--- src/rtl/simd_sat_addsub.sv ---
module simd_sat_addsub #(
  parameter int VEC_W = 128
) (
  input  logic             clk,
  input  logic             rst,
  input  logic             in_valid,
  input  logic             op_sub,
  input  logic             is_signed,
  input  logic [1:0]       lane_sel,
  input  logic             full_len,
  input  logic             clr_sat,
  input  logic [VEC_W-1:0] src_a,
  input  logic [VEC_W-1:0] src_b,
  output logic [VEC_W-1:0] result,
  output logic             sat_flag
);
  localparam int HALF_W = VEC_W / 2;

  logic [VEC_W-1:0] res_all [4];
  logic [3:0]       sat_all;

  for (genvar g = 0; g < 4; g++) begin : g_sz
    localparam int W = 8 << g;
    localparam int N = VEC_W / W;
    logic [N-1:0]     lane_hit;
    logic [VEC_W-1:0] packed_res;

    for (genvar i = 0; i < N; i++) begin : g_lane
      logic [W-1:0] a, b, bound;
      logic [W:0]   ext;
      logic         ovf;

      assign a   = src_a[i*W +: W];
      assign b   = src_b[i*W +: W];
      assign ext = op_sub ? ({1'b0, a} - {1'b0, b}) : ({1'b0, a} + {1'b0, b});

      always_comb begin
        if (is_signed) begin
          ovf   = (op_sub ? (a[W-1] != b[W-1]) : (a[W-1] == b[W-1])) && (ext[W-1] != a[W-1]);
          bound = a[W-1] ? {1'b1, {(W-1){1'b0}}} : {1'b0, {(W-1){1'b1}}};
        end else begin
          ovf   = ext[W];
          bound = op_sub ? '0 : '1;
        end
      end

      assign packed_res[i*W +: W] = ovf ? bound : ext[W-1:0];
      assign lane_hit[i] = ovf && (full_len || (i < N / 2));
    end

    assign res_all[g] = packed_res;
    assign sat_all[g] = |lane_hit;
  end

  logic [VEC_W-1:0] res_sel;
  logic             sat_now;

  assign res_sel = res_all[lane_sel];
  assign sat_now = in_valid && sat_all[lane_sel];

  always_ff @(posedge clk) begin
    if (rst) begin
      result   <= '0;
      sat_flag <= 1'b0;
    end else begin
      if (in_valid)
        result <= full_len ? res_sel : {{HALF_W{1'b0}}, res_sel[HALF_W-1:0]};
      if (sat_now)
        sat_flag <= 1'b1;
      else if (clr_sat)
        sat_flag <= 1'b0;
    end
  end
endmodule

--- config.mk ---
export PLATFORM = sky130hd
export DESIGN_NAME = simd_sat_addsub
export DESIGN_NICKNAME = d
export VERILOG_FILES = /design/src/rtl/simd_sat_addsub.sv
export SDC_FILE = /design/constraint.sdc
export NUM_CORES = 2
export LEC_CHECK = 0
export CAP_MARGIN = 20
export CORE_ASPECT_RATIO = 0.7
export CORE_MARGIN = 4
export CORE_UTILIZATION = 44
export DETAILED_ROUTE_END_ITERATION = 7
export DONT_BUFFER_PORTS = 1
export PLACE_DENSITY = 0.66
export SLEW_MARGIN = 20
export SYNTH_ARGS = -nofsm -noshare
export SYNTH_HDL_FRONTEND = slang
export SYNTH_SLANG_ARGS = --single-unit
--- constraint.sdc ---
create_clock -name clk -period 7.6 [get_ports clk]
set_clock_uncertainty 0.2 [all_clocks]
set_input_delay 0.76 -clock clk [delete_from_list [all_inputs] [get_ports clk]]
set_output_delay 0.76 -clock clk [all_outputs]
set_load 0.01 [all_outputs]
# After elaboration in Yosys (flattened, before gate mapping)
# Index checks and enable logic that the tools add are counted.
# totals
input_bits	265
ff_bits	129
elab_cells	356
memories	0
latchBits	0
mem_bits_rw	0
mem_bits_ro	0
out_inout_bits	129
# op_classes
n_lt_le_gt_ge	2
reduce_logical	51
n_addsub	60
n_div	0
bitwise	1
n_mul	0
n_eq_ne	62
n_shift	0
mux	178
# ops
operator	n
$mux W64	7
$mux W32	13
$mux W16	25
$mux W8	49
$mux W128	3
$bmux W128 S2	1
$add A8 B8 Y9	16
$mux W9	16
$sub A8 B8 Y9	16
$add A16 B16 Y17	8
$mux W17	8
$sub A16 B16 Y17	8
$add A32 B32 Y33	4
$mux W33	4
$sub A32 B32 Y33	4
$add A64 B64 Y65	2
$mux W65	2
$sub A64 B64 Y65	2
$mux W1	49
$logic_and A1 B1 Y1	46
$ne A1 B1 Y1	46
$eq A1 B1 Y1	16
$reduce_or A16 Y1	1
$reduce_or A8 Y1	1
7 further kinds	7

# Logic depth before layout (Yosys ltp)
# depth
ltp_word	11
mapped_depth	27
ltp_nobuf	23

# Least setup slack after synthesis
# Ideal clock, no wire load.
# synth_timing
path_kind	input -> register
from	in op_sub
to	reg result[56]
arrival_time_ns	5.935
cell_stages	22
required_time_ns	7.283
n_path_buf	9
setup_time_ns	0.117
slack_ns	1.348
path_cell_list	buf_2 buf_2 buf_2 clkbuf_1 buf_2 buf_2 buf_1 buf_1 mux2i_1 ha_1 nor2b_1 o31ai_1 a21oi_1 a211oi_1 o21a_1 o211ai_1 mux2i_1 a21o_1 buf_6 o21a_1 a221o_1 a32o_1
# synth_between
elab_chain_len	9
word_cells_on_any_way	33
classes_between	eq/ne: 4; mux: 25; reduce/logical: 4
# synth_rtl
element	line_no	rtl
from (decl)	7	input logic op_sub,
$mux W65 (tied with other cells)	35	assign ext = op_sub ? ({1'b0, a} - {1'b0, b}) : ({1'b0, a} + {1'b0, b});
$ne A1 B1 Y1	39	ovf = (op_sub ? (a[W-1] != b[W-1]) : (a[W-1] == b[W-1])) && (ext[W-1] != a[W-1]);
$logic_and A1 B1 Y1	39	
$mux W1	38	if (is_signed) begin
$mux W64 (tied with other cells)	47	assign packed_res[i*W +: W] = ovf ? bound : ext[W-1:0];
$bmux W128 S2 (*)	58	assign res_sel = res_all[lane_sel];
$mux W128 (not written as such) (*) (2 in a row)	58	
$mux W128 (*)	67	result <= full_len ? res_sel : {{HALF_W{1'b0}}, res_sel[HALF_W-1:0]};
to (signal assigned)	67	
to (decl)	14	output logic [VEC_W-1:0] result,
# Mark *: on every way between the ends. The rest lies on a longest branch, timed or not. The select of a mux whose other input is x is not followed.
# A chain may end at the register's enable or synchronous reset.

# Worst setup path in the final report
# layout_timing
from	in src_b[70]
to	reg result[115]
# layout_between
elab_chain_len	10
word_cells_on_any_way	11
classes_between	add/sub: 2; eq/ne: 1; mux: 7; reduce/logical: 1
# layout_rtl
element	line_no	rtl
from (decl)	13	input logic [VEC_W-1:0] src_b,
$add A64 B64 Y65 / $sub A64 B64 Y65 (equally long branches)	35	
$mux W65 (*)	35	
$ne A1 B1 Y1	39	
$logic_and A1 B1 Y1	39	
$mux W1	38	
$mux W64 (*)	47	
$bmux W128 S2 (*)	58	
$mux W128 (not written as such) (*) (2 in a row)	58	
$mux W128 (*)	67	
# Marked as above.

==> results.md <==
- Die ar.: 79570 sq um
- End of the worst register-to-register path: sat_flag
- Synth-to-layout area growth: 3.971%
- Max Freq: 142.3 MHz
- Clk sinks: 129
- Boundary pin count: 394
- First-pass GRT wire length: 219300 microns
- Setup crit start: src_b[70]
- Max_slew headroom: 23.32%
- Vias in the first global route: 33.92k
- Largest net degree at the start of global routing: 275
- Mapped cell area: 33020 sq um
- Share of the synthesized area in the top cell type: 12.73%
- Core ar.: 73840 sq um
- Fin crit period: 7.027 ns
- Clock Latency Late Sink: 0.49 ns
- Reg clk slew, reported paths: 0.08 ns
- Post-synth top flop: dfxtp_1
- RSZ-0062 raised after global routing: false
- Initial Util: 44.72%
- Reg2reg start: sat_flag
- Yosys cell types: 108
- IO Port Bufs: 0
- CTS H-tree lvls: 4
- Power per standard cell area: 165.2 nW/um^2
- Drt pass-1 iters: 8
- TritonCTS clock tree: done
- GRT Total Usage: 35.66%
- Max Cap Viol: 0
- Crit path DAT: 7.22 ns
- Crit path required time: 7.80 ns
- Sequential element share of the synthesized area: 7.821%
- Outcome: completed
- Initial DRC Count: 5321
- DP Area: 33690 sq um
- Critical path destination: result[115]
- Drt drc: 0
- Synth Register Bits: 129
- Routed WL per cell: 26.64 microns
- Synth Net Count: 5426
- Width of the die: 335.4 microns
- Initial antenna violation count: 5
- Final period utilization: 92.46%
- Lkg Pwr: 13.93 nW
- Vias: 37.92k
- Synthesized area per cell: 6.867 sq um
- Routed vias/inst: 6.760
- Final Hold Viols: 0
- EDFF count, synth: 0
- Crit-path max FO: 32
- Post-synthesis cell count: 4809
- Row count: 83
- Post-Route WL: 149400 microns
- Post-CTS Repair Setup Buffers: 0
- VDD IR-drop max: 0.1425 mV
- Die Height: 237.2 microns
- Detail Route Antenna Nets: 0
- Setup slack, reg-to-reg: 5.53 ns
- R2R cell count: 4
- Overflow after GRT: 0
- # resized after CTS: 0
- Hold WC Path Type: input pin to flop
- Layout cell share with drive strength beyond 1: 4.861%
- Clk root buf: clkbuf_16
- TritonCTS Buffers: 17
- GPL Wtd Cong: 1.079
- Fin nets: 5233
- Largest area contributor in the netlist: ha_1
- Post-CTS Hold Buffers: 0
- Synth area leaders: ha_1, xnor2_1, a21oi_1
- Worst Tran Pin Value: 1.145 ns
- Synth warn: 0
- CP Capture Type: flop
- Final Util: 46.50%
- Worst Path Class, Setup: input pin to flop
- Count of final setup violators: 0
- Slew Limit Fails: 0
- Detailed placer's ending HPWL: 119100 microns
- Async SR Flop Fraction: 0%
- Design Area, Final: 34330 sq um
- Setup_tns: 0 ns
- Max Root-Sink Buffers: 2
- Worst Setup Start Kind: input pin
state kept, by name, summed over array words and instances (netlist names):
| name | flops |
|---|---|
| result | 128 |
| sat_flag | 1 |
cell type report:
cell class,instances,area (sq um)
fill,7578,39500
multi-input combinational,4221,28670
sequential,129,2582
tap,977,1222
inverter,166,623.1
timing repair buffer,81,605.6
clock buffer,19,452.9
clock inverter,13,173.9
antenna,3,7.507
cells in the mapped netlist, types with 15 or more instances:
master	instances
o21a_1	52
nand3b_1	17
mux2_2	15
nand3_1	81
nor2_1	462
o2111ai_1	19
inv_1	165
or2_2	23
a211oi_1	38
nor3b_1	26
mux2i_1	37
nand2_1	380
o211ai_1	47
a21oi_1	547
and2_1	47
a22o_1	22
a32o_1	25
clkbuf_1	213
o21ai_0	364
nor4_1	29
buf_1	30
nand4_1	59
buf_2	37
a21o_1	116
a21boi_0	16
fa_1	16
o31ai_1	40
o221ai_1	25
xor2_1	205
a221oi_1	24
xnor2_1	395
o31a_1	16
nor2b_1	62
o21ai_1	31
nand2b_1	59
o21bai_1	51
and3_1	62
or3_1	27
ha_1	336
dfxtp_1	129
a31oi_1	100
nor3_1	115
cells by family (layout without fill, tap and decap cells):
logic type	Yosys count	count (layout)	share of synthesized area (%)
xor gates and xnor gates	600	600	15.91
and+or+nand+nor	1516	1516	22.52
other	0	3	0
muxes	53	53	1.701
buffers and inverters	459	279	5.524
DFF	129	129	7.821
adders and majority gates	352	352	13.70
AOI/OAI and AO/OA	1700	1700	32.82
worst max-delay path, cell delays in order:
cell and delay [ns]:
nor4_1 0.48, nand2_1 0.10, nor3_1 0.27, and3_1 0.30
and3_1 0.48, a41o_1 0.29, o21a_1 0.30, buf_4 0.20
xor2_1 0.30, ha_1 0.41, nand4_1 0.17, nor3b_1 0.10
a32oi_1 0.37, a41o_1 0.24, nand3_1 0.11, a311o_1 0.36
and2_1 0.21, a221o_2 0.43, buf_4 0.26, or2_1 0.28
o21ai_0 0.39, a221oi_1 0.17, a21o_1 0.20
through the flow:
step	power, mW	hold WS (ns)	cells	setup WS [ns]
floorplan	3.622	0.2625	4809	1.348
global placement	4.535	0.2971	5573	0.5204
detailed placement	4.551	0.3007	5573	0.4297
CTS	5.541	0.1012	5605	0.9391
global route	5.999	0.1124	5606	0.3896
finish	5.672	0.1411	5609	0.5733
layer usage:
layer	up-vias	GRT usage [%]	wire [microns]
met3	323	15.85	23980
met4	12	9.817	4265
met2	2543	49.42	58740
met5	-	0.7092	190
li1	17212	-	-
met1	17825	49.50	62260
report_power, final:
| part | internal (mW) | leakage (nW) | switching (mW) | total, mW |
|---|---|---|---|---|
| Sequential | 0.749 | 1.06 | 0.140 | 0.889 |
| Combinational | 1.46 | 12.6 | 2.36 | 3.81 |
| Clock | 0.539 | 0.297 | 0.432 | 0.971 |
worst min path at each step:
stage | from | endpoint | depth (start not counted)
floorplan | result[100] | result[100] | 2
global placement | result[100] | result[100] | 2
detailed placement | result[4] | result[4] | 2
CTS | rst | result[52] | 1
global route | rst | result[52] | 1
finish | rst | result[52] | 1
cell usage in the layout, fill, tap and decap left out, drive strengths merged, types with 62 or more instances in the layout:
cell type | Yosys | layout
xor2 | 205 | 205
ha | 336 | 336
nand2 | 381 | 381
xnor2 | 395 | 395
a21oi | 548 | 548
nor2 | 465 | 465
a21o | 116 | 116
nand3 | 81 | 81
and3 | 62 | 62
nor2b | 62 | 62
buf | 75 | 81
o21ai | 396 | 396
inv | 165 | 169
nor3 | 120 | 120
a31oi | 101 | 101
dfxtp | 129 | 129
No activity file was read; power rests on OpenSTA's default activity.
